**config.mk**
```make
export PLATFORM = sky130hd
export DESIGN_NAME = pgh_traffic_gen
export DESIGN_NICKNAME = d
export VERILOG_FILES = /design/src/rtl/pgh_pkg.sv /design/src/rtl/pgh_rst_sync.sv /design/src/rtl/pgh_lfsr.sv /design/src/rtl/pgh_addr_map.sv /design/src/rtl/pgh_traffic_gen.sv
export SDC_FILE = /design/constraint.sdc
export NUM_CORES = 2
export LEC_CHECK = 0
export BUFFER_PORTS_ARGS = -buffer_cell sky130_fd_sc_hd__buf_4
export CORE_ASPECT_RATIO = 0.8
export CORE_MARGIN = 1
export CORE_UTILIZATION = 29
export CTS_BUF_LIST = sky130_fd_sc_hd__clkbuf_8
export DETAILED_ROUTE_END_ITERATION = 8
export PLACE_DENSITY = 0.52
export SYNTH_ARGS = -nofsm -noshare
export SYNTH_HDL_FRONTEND = slang
export SYNTH_SLANG_ARGS = --single-unit
```
**constraint.sdc**
```tcl
create_clock -name clk -period 4.47 [get_ports clk]
set_input_delay 0.894 -clock clk [delete_from_list [all_inputs] [get_ports clk]]
set_output_delay 0.894 -clock clk [all_outputs]
set_load 0.01 [all_outputs]
```
**src/rtl/pgh_pkg.sv**
```systemverilog
package pgh_pkg;

  typedef enum logic {
    MAP_COL_LOW  = 1'b0,
    MAP_BANK_LOW = 1'b1
  } pgh_map_e;

  localparam int unsigned PCT_W    = 7;
  localparam int unsigned PCT_FULL = 100;
  localparam int unsigned PCT_MOD  = 101;

endpackage

```
**src/rtl/pgh_rst_sync.sv**
```systemverilog
module pgh_rst_sync (
  input  logic clk,
  input  logic rst_n,
  output logic srst_n
);
  logic [1:0] sync_q;

  always_ff @(posedge clk or negedge rst_n) begin
    if (!rst_n) sync_q <= 2'b00;
    else        sync_q <= {sync_q[0], 1'b1};
  end

  assign srst_n = sync_q[1];
endmodule

```
**src/rtl/pgh_lfsr.sv**
```systemverilog
module pgh_lfsr #(
  parameter int unsigned       W    = 32,
  parameter logic [W-1:0]      SEED = 'h1,
  parameter logic [W-1:0]      TAPS = 'h80200003
) (
  input  logic         clk,
  input  logic         rst_n,
  output logic [W-1:0] q
);
  logic [W-1:0] q_d;

  // Galois shift to the right; the top tap bit keeps the state away from zero
  always_comb begin
    q_d = q >> 1;
    if (q[0]) q_d = q_d ^ TAPS;
  end

  always_ff @(posedge clk or negedge rst_n) begin
    if (!rst_n) q <= SEED;
    else        q <= q_d;
  end
endmodule

```
**src/rtl/pgh_addr_map.sv**
```systemverilog
module pgh_addr_map import pgh_pkg::*; #(
  parameter int unsigned ADDR_W      = 32,
  parameter int unsigned BLOCK_BYTES = 64,
  parameter int unsigned BLK_W       = 6,
  parameter int unsigned COL_W       = 4,
  parameter int unsigned BANK_W      = 3,
  parameter int unsigned RANK_W      = 1
) (
  input  pgh_map_e            map_mode,
  input  logic [ADDR_W-1:0]   base_addr,
  input  logic [ADDR_W-1:0]   bank_val,
  input  logic [ADDR_W-1:0]   rank_val,
  input  logic [ADDR_W-1:0]   col_val,
  input  logic [ADDR_W-1:0]   cur_addr,
  output logic [ADDR_W-1:0]   start_addr,
  output logic [ADDR_W-1:0]   step_addr
);
  // layout with column directly above the block offset
  localparam int unsigned A_COL  = BLK_W;
  localparam int unsigned A_BANK = A_COL + COL_W;
  localparam int unsigned A_RANK = A_BANK + BANK_W;
  // layout with bank directly above the block offset
  localparam int unsigned B_BANK = BLK_W;
  localparam int unsigned B_RANK = B_BANK + BANK_W;
  localparam int unsigned B_COL  = B_RANK + RANK_W;

  localparam logic [ADDR_W-1:0] COL_MASK = (ADDR_W'(1) << COL_W) - ADDR_W'(1);

  function automatic logic [ADDR_W-1:0] put_field(
    input logic [ADDR_W-1:0] a,
    input int unsigned       pos,
    input int unsigned       w,
    input logic [ADDR_W-1:0] v
  );
    logic [ADDR_W-1:0] m;
    m = ((ADDR_W'(1) << w) - ADDR_W'(1)) << pos;
    return (a & ~m) | ((v << pos) & m);
  endfunction

  logic [ADDR_W-1:0] col_cur;

  always_comb begin
    start_addr = base_addr;
    step_addr  = cur_addr;
    col_cur    = (cur_addr >> B_COL) & COL_MASK;
    if (map_mode == MAP_COL_LOW) begin
      start_addr = put_field(start_addr, A_BANK, BANK_W, bank_val);
      start_addr = put_field(start_addr, A_COL,  COL_W,  col_val);
      start_addr = put_field(start_addr, A_RANK, RANK_W, rank_val);
      step_addr  = cur_addr + ADDR_W'(BLOCK_BYTES);
    end else begin
      start_addr = put_field(start_addr, B_BANK, BANK_W, bank_val);
      start_addr = put_field(start_addr, B_COL,  COL_W,  col_val);
      start_addr = put_field(start_addr, B_RANK, RANK_W, rank_val);
      step_addr  = put_field(cur_addr, B_COL, COL_W, col_cur + ADDR_W'(1));
    end
  end
endmodule

```
**src/rtl/pgh_traffic_gen.sv**
```systemverilog
module pgh_traffic_gen import pgh_pkg::*; #(
  parameter int unsigned ADDR_W      = 32,
  parameter int unsigned BYTES_W     = 32,
  parameter int unsigned BLOCK_BYTES = 64,
  parameter int unsigned PAGE_BYTES  = 1024,
  parameter int unsigned DRAM_BANKS  = 8,
  parameter int unsigned RANKS       = 2,
  parameter int unsigned SEQ_LEN     = 4,
  parameter logic [31:0] SEED_A      = 32'h1D2C_3B4A,
  parameter logic [31:0] SEED_B      = 32'h6E5F_7081
) (
  input  logic                                     clk,
  input  logic                                     rst_n,
  input  logic                                     cfg_map_mode,
  input  logic [PCT_W-1:0]                         cfg_read_pct,
  input  logic [$clog2(DRAM_BANKS+1)-1:0]          cfg_util_banks,
  input  logic [ADDR_W-1:0]                        cfg_lo_addr,
  input  logic [ADDR_W-1:0]                        cfg_hi_addr,
  output logic                                     req_valid,
  input  logic                                     req_ready,
  output logic [ADDR_W-1:0]                        req_addr,
  output logic                                     req_is_read,
  output logic [BYTES_W-1:0]                       bytes_issued,
  output logic                                     cfg_error
);
  localparam int unsigned BLK_W    = $clog2(BLOCK_BYTES);
  localparam int unsigned COLS     = PAGE_BYTES / BLOCK_BYTES;
  localparam int unsigned COL_W    = $clog2(COLS);
  localparam int unsigned BANK_W   = $clog2(DRAM_BANKS);
  localparam int unsigned RANK_W   = $clog2(RANKS);
  localparam int unsigned UB_W     = $clog2(DRAM_BANKS + 1);
  localparam int unsigned SEQ_W    = (SEQ_LEN > 1) ? $clog2(SEQ_LEN) : 1;
  localparam int unsigned COL_SPAN = COLS - SEQ_LEN + 1;
  localparam int unsigned NUM_RNG  = 2;

  logic srst_n;

  pgh_rst_sync u_rst (
    .clk   (clk),
    .rst_n (rst_n),
    .srst_n(srst_n)
  );

  // ---------------- random sources ----------------
  logic [31:0] rng [NUM_RNG];

  for (genvar g = 0; g < NUM_RNG; g++) begin : g_rng
    pgh_lfsr #(
      .W   (32),
      .SEED((g == 0) ? SEED_A : SEED_B)
    ) u_lfsr (
      .clk  (clk),
      .rst_n(srst_n),
      .q    (rng[g])
    );
  end

  // ---------------- draws for a series start ----------------
  logic              illegal;
  logic [ADDR_W-1:0] span, raw_addr, base_addr;
  logic [15:0]       pct_draw;
  logic              dir_draw;
  logic [7:0]        ub8, bank_draw, rank_draw;
  logic [31:0]       col_src;
  logic [15:0]       col_draw;

  always_comb begin
    illegal   = (cfg_util_banks == '0) || (cfg_util_banks > UB_W'(DRAM_BANKS));
    span      = cfg_hi_addr - cfg_lo_addr;
    raw_addr  = cfg_lo_addr + ((span == '0) ? '0 : (ADDR_W'(rng[0]) % span));
    base_addr = raw_addr & ~ADDR_W'(BLOCK_BYTES - 1);
    pct_draw  = rng[1][15:0] % 16'(PCT_MOD);
    if (cfg_read_pct >= PCT_W'(PCT_FULL)) dir_draw = 1'b1;
    else                                  dir_draw = 16'(cfg_read_pct) > pct_draw;
    ub8       = 8'(cfg_util_banks);
    bank_draw = (ub8 == 8'd0) ? 8'd0 : (rng[1][23:16] % ub8);
    rank_draw = rng[1][31:24] % 8'(RANKS);
    col_src   = {rng[0][18:0], rng[0][31:19]};
    col_draw  = col_src[15:0] % 16'(COL_SPAN);
  end

  // ---------------- address construction ----------------
  logic [ADDR_W-1:0] addr_q, addr_d, start_addr, step_addr;

  pgh_addr_map #(
    .ADDR_W     (ADDR_W),
    .BLOCK_BYTES(BLOCK_BYTES),
    .BLK_W      (BLK_W),
    .COL_W      (COL_W),
    .BANK_W     (BANK_W),
    .RANK_W     (RANK_W)
  ) u_map (
    .map_mode  (pgh_map_e'(cfg_map_mode)),
    .base_addr (base_addr),
    .bank_val  (ADDR_W'(bank_draw)),
    .rank_val  (ADDR_W'(rank_draw)),
    .col_val   (ADDR_W'(col_draw)),
    .cur_addr  (addr_q),
    .start_addr(start_addr),
    .step_addr (step_addr)
  );

  // ---------------- series control, next state ----------------
  logic [SEQ_W-1:0]   left_q, left_d;
  logic               rd_q, rd_d;
  logic               vld_q, vld_d;
  logic [BYTES_W-1:0] bytes_q, bytes_d;
  logic               err_q, err_d;
  logic               hs, load;

  always_comb begin
    hs      = vld_q && req_ready;
    load    = !illegal && (!vld_q || req_ready);
    addr_d  = addr_q;
    rd_d    = rd_q;
    left_d  = left_q;
    vld_d   = vld_q;
    bytes_d = bytes_q;
    err_d   = illegal;
    if (illegal) begin
      vld_d = 1'b0;
    end else if (load) begin
      vld_d = 1'b1;
      if (left_q == '0) begin
        addr_d = start_addr;
        rd_d   = dir_draw;
        left_d = SEQ_W'(SEQ_LEN - 1);
      end else begin
        addr_d = step_addr;
        left_d = left_q - SEQ_W'(1);
      end
    end
    if (hs) bytes_d = bytes_q + BYTES_W'(BLOCK_BYTES);
  end

  // ---------------- registers ----------------
  always_ff @(posedge clk or negedge srst_n) begin
    if (!srst_n) begin
      addr_q  <= '0;
      rd_q    <= 1'b0;
      left_q  <= '0;
      vld_q   <= 1'b0;
      bytes_q <= '0;
      err_q   <= 1'b0;
    end else begin
      if (load) begin
        addr_q <= addr_d;
        rd_q   <= rd_d;
        left_q <= left_d;
      end
      if (hs) bytes_q <= bytes_d;
      vld_q <= vld_d;
      err_q <= err_d;
    end
  end

  assign req_valid    = vld_q;
  assign req_addr     = addr_q;
  assign req_is_read  = rd_q;
  assign bytes_issued = bytes_q;
  assign cfg_error    = err_q;
endmodule

```
==> impl_metrics.ini <==
[worst_setup_path]
path_depth = 588
worst-path-buf-inv = 124
crit_path_max_fanout = 7
r2r-start = g_rng[0].u_lfsr.q[31]
worst-setup-path-type = in -> reg
critPathSlowestCell = o211ai_1
rr_worst_depth = 567
timing.rr.end = req_addr[31]
arrival_ps = 94550
startpoint = cfg_hi_addr[0]
critPathCapture = req_addr[31]
cpPeakStageDelay_ps = 510
critPathMostFrequentCell = o21a_1
required_ps = 4960
r2r_slack_ps = -86270
critPathLaunchType = input pin
end_kind = flip-flop
cp_top_family = compound AO/OA/AOI/OAI gates

[timing]
tightest_slew_ps = 1100
period_share_pct = 2100
relSlewSlack_pct = 26.7
hold_viol = 0
fin_skew_ps = 35.0
fin_crit_ps = 94060
slew_viol_final = 0
setup_ws_ps = -89590
setup-violations-final = 27
hold_ws_ps = 359
max_freq_mhz = 10.6
grt_setup_unrepaired = yes
tns_ps = -1641290

[power_and_ir_drop]
vdd_ir_drop_max_v = 0.000289
cellInternalPower_mw = 5.68
switching_power_mw = 5.26
pwr-share-seq_pct = 13.7
power.share.clock_pct = 11.1
p_leak_nw = 37.8
power_frac_comb_pct = 75.2
p_sw_share_pct = 48.1
power.density_mw_per_mm2 = 147

[routing]
vias = 60300
wl_um = 218000
ant_nets = 0
detail_route.wl_per_cell_um = 19.4
drtPass1Iterations = 6
drc_errors = 0
dr.first_iter.drc_count = 4876
via_per_inst = 5.37

[finish]
drive_gt1_share_pct = 46.7
nets = 9970
register_area_mm2 = 0.00312
finish.utilization_pct = 50.9
multi_input_area_mm2 = 0.0415
fill_cells = 13900
syn2layout_area_growth_pct = 73.5

[yosys]
ys_async_sr_fraction_pct = 100
syn_avg_cell_area_um2 = 7.01
synth_cell_types = 139
synth_area_mm2 = 0.0428
yosysWarnings = 0
syn_inst = 6105
ys_ff_latch = 123
synth_edf_count = 0
yosys_most_used_dff = dfrtp_1
ys_seq_area_share_pct = 7.29

[clocking]
cts-root-buf = clkbuf_8
h-tree-depth = 4
numCtsBuffers = 17
clockBufferDepth = 2
cts_tree = built
clk_pin_slew_ps = 90
insertion_delay_ps = 640
clock-sinks = 123

[global_route]
antenna_found_initial = 4
grt_max_degree = 80
grt_pass1_wl_um = 328000
grtUsageTotal_pct = 27.7
grt_pass1_vias = 58300
grt_overflow = 0

[die]
rows = 125
die-width_um = 431
die_h_um = 346
core_mm2 = 0.146
start_util_pct = 29.4
ios = 146
dieArea_mm2 = 0.149

[min_path]
hp-class = reg -> reg

[run]
max-cap-violations = 0

[place]
dp_hpwl_um = 168000
port_buffers = 133
place_congestion = 0.994

[outcome]
failed_checks = negative setup slack
outcome = finished, violations left
[sequential cells by signal (all words and copies together) (netlist names)]
name and count:
cfg_error 1, req_valid 1, req_addr 26, req_is_read 1, g_rng.u_lfsr.q 64, bytes_issued 26
u_rst.sync_q 2, left_q 2
[how the worst min path moves through the flow]
stage | startpoint | endpoint | slack [ps] | depth (start not counted)
4_1_cts | g_rng[1].u_lfsr.q[30] | g_rng[1].u_lfsr.q[29] | 360 | 0
3_5_place_dp | u_rst.sync_q[0] | u_rst.sync_q[1] | 340 | 0
5_1_grt | g_rng[1].u_lfsr.q[30] | g_rng[1].u_lfsr.q[29] | 360 | 0
2_1_floorplan | u_rst.sync_q[0] | u_rst.sync_q[1] | 330 | 0
3_3_place_gp | u_rst.sync_q[0] | u_rst.sync_q[1] | 340 | 0
6_report | g_rng[1].u_lfsr.q[31] | g_rng[1].u_lfsr.q[30] | 360 | 0
[cells in the mapped netlist, types with 18 or more instances]
master     number  area [µm²]
xor2_1        109         955
a31oi_1        88         551
and3_1         80         500
a21o_1        137        1030
nand2_1       513        1930
nor3b_1        24         180
a211o_1        21         184
o21a_1        272        2040
mux2i_1        54         541
nand4_1        98         613
nand3_1       178         891
o211ai_1       71         533
o21bai_1       24         180
nand3b_1       18         135
o22ai_1        30         188
and2_1         54         338
o21ai_1        25         125
inv_1         326        1220
dfstp_2        31         815
nor4_1         40         250
a21oi_1       401        2010
clkbuf_1      180         676
nor2_1        608        2280
nor3_1        343        1720
buf_2          25         125
a21boi_0       51         383
mux2_2         89        1000
or2_2          54         338
a211oi_1       51         383
buf_4          23         173
o2111ai_1      26         228
dfrtp_1        92        2300
ha_1          642        8030
o21ai_0       393        1970
o31a_1         19         166
o31ai_1        49         368
nand2b_1       61         382
xnor2_1       196        1720
or3_1         106         663
nor2b_1        67         419
[kinds of logic after synthesis]
family / share of synthesized area (%)
AO/OA/AOI/OAI: 31.2
buffers and inverters: 5.45
multiplexers: 3.81
XOR/XNOR: 6.40
flip-flops: 7.29
adder cells (fa/ha/maj): 19.1
AND/OR/NAND/NOR: 26.7
other: 0.0176
[routing by layer]
layer	wire length, µm	global-route usage, %	vias to the layer above
met5	7	0	-
met4	8620	10.2	2
met3	17400	5.03	424
met2	92200	42.0	2262
met1	100000	38.7	28600
li1	-	-	29000
[timing repair]
| action | CTS | global route |
|---|---|---|
| buffers inserted | 614 | 146 |
| hold endpoints to repair | 2 | 0 |
| hold buffers | 1 | 0 |
| resized for setup | 328 | 287 |
| setup endpoints to repair | 27 | 27 |
| pin swaps | 391 | 383 |
| cloned | 1 | 2 |
[cells in the final DEF (no fill, tap or decap), types with 45 or more instances in the layout]
| master | Yosys | final |
|---|---|---|
| a21o_1 | 137 | 136 |
| a21oi_1 | 401 | 288 |
| a21oi_2 | 4 | 95 |
| a31oi_1 | 88 | 70 |
| and3_1 | 80 | 71 |
| buf_4 | 23 | 3307 |
| dfrtp_1 | 92 | 90 |
| ha_1 | 642 | 590 |
| ha_4 | 0 | 45 |
| inv_1 | 326 | 309 |
| mux2_2 | 89 | 80 |
| mux2i_1 | 54 | 45 |
| nand2_1 | 513 | 489 |
| nand2b_1 | 61 | 57 |
| nand3_1 | 178 | 162 |
| nand4_1 | 98 | 98 |
| nor2_1 | 608 | 573 |
| nor2b_1 | 67 | 60 |
| nor3_1 | 343 | 315 |
| o211ai_1 | 71 | 71 |
| o21a_1 | 272 | 267 |
| o21ai_0 | 393 | 251 |
| o21ai_1 | 25 | 59 |
| o21ai_2 | 6 | 101 |
| or2_2 | 54 | 46 |
| or3_1 | 106 | 98 |
| xnor2_1 | 196 | 181 |
| xor2_1 | 109 | 99 |
[power groups by stage]
stage | combinational (mW) | sequential, mW | clock (mW)
after global placement | 7.17 | 1.50 | 0
after detailed placement | 7.27 | 1.51 | 0
final | 8.22 | 1.50 | 1.22
after global routing | 8.76 | 1.52 | 1.28
after CTS | 7.71 | 1.49 | 1.25
after floorplan | 3.47 | 1.52 | 0
[through the flow]
stage	total power, mW	setup WS [ps]	instance area [µm²]	std cells
2_1_floorplan	4.99	-88260	44500	6116
3_3_place_gp	8.67	-90110	65200	10400
3_5_place_dp	8.78	-92410	65200	10400
4_1_cts	10.5	-87180	71800	11100
5_1_grt	11.6	-94080	74200	11200
6_report	10.9	-89590	74200	11200
[layout make-up]
class	instances	share of cell area, %
multi-input combinational	5417	55.9
timing repair buffer	3358	34.3
sequential	123	4.21
tap	1968	3.32
inverter	329	1.69
clock buffer	17	0.315
clock inverter	15	0.233
antenna	2	0.00674
(Power assumes the default switching activity.)
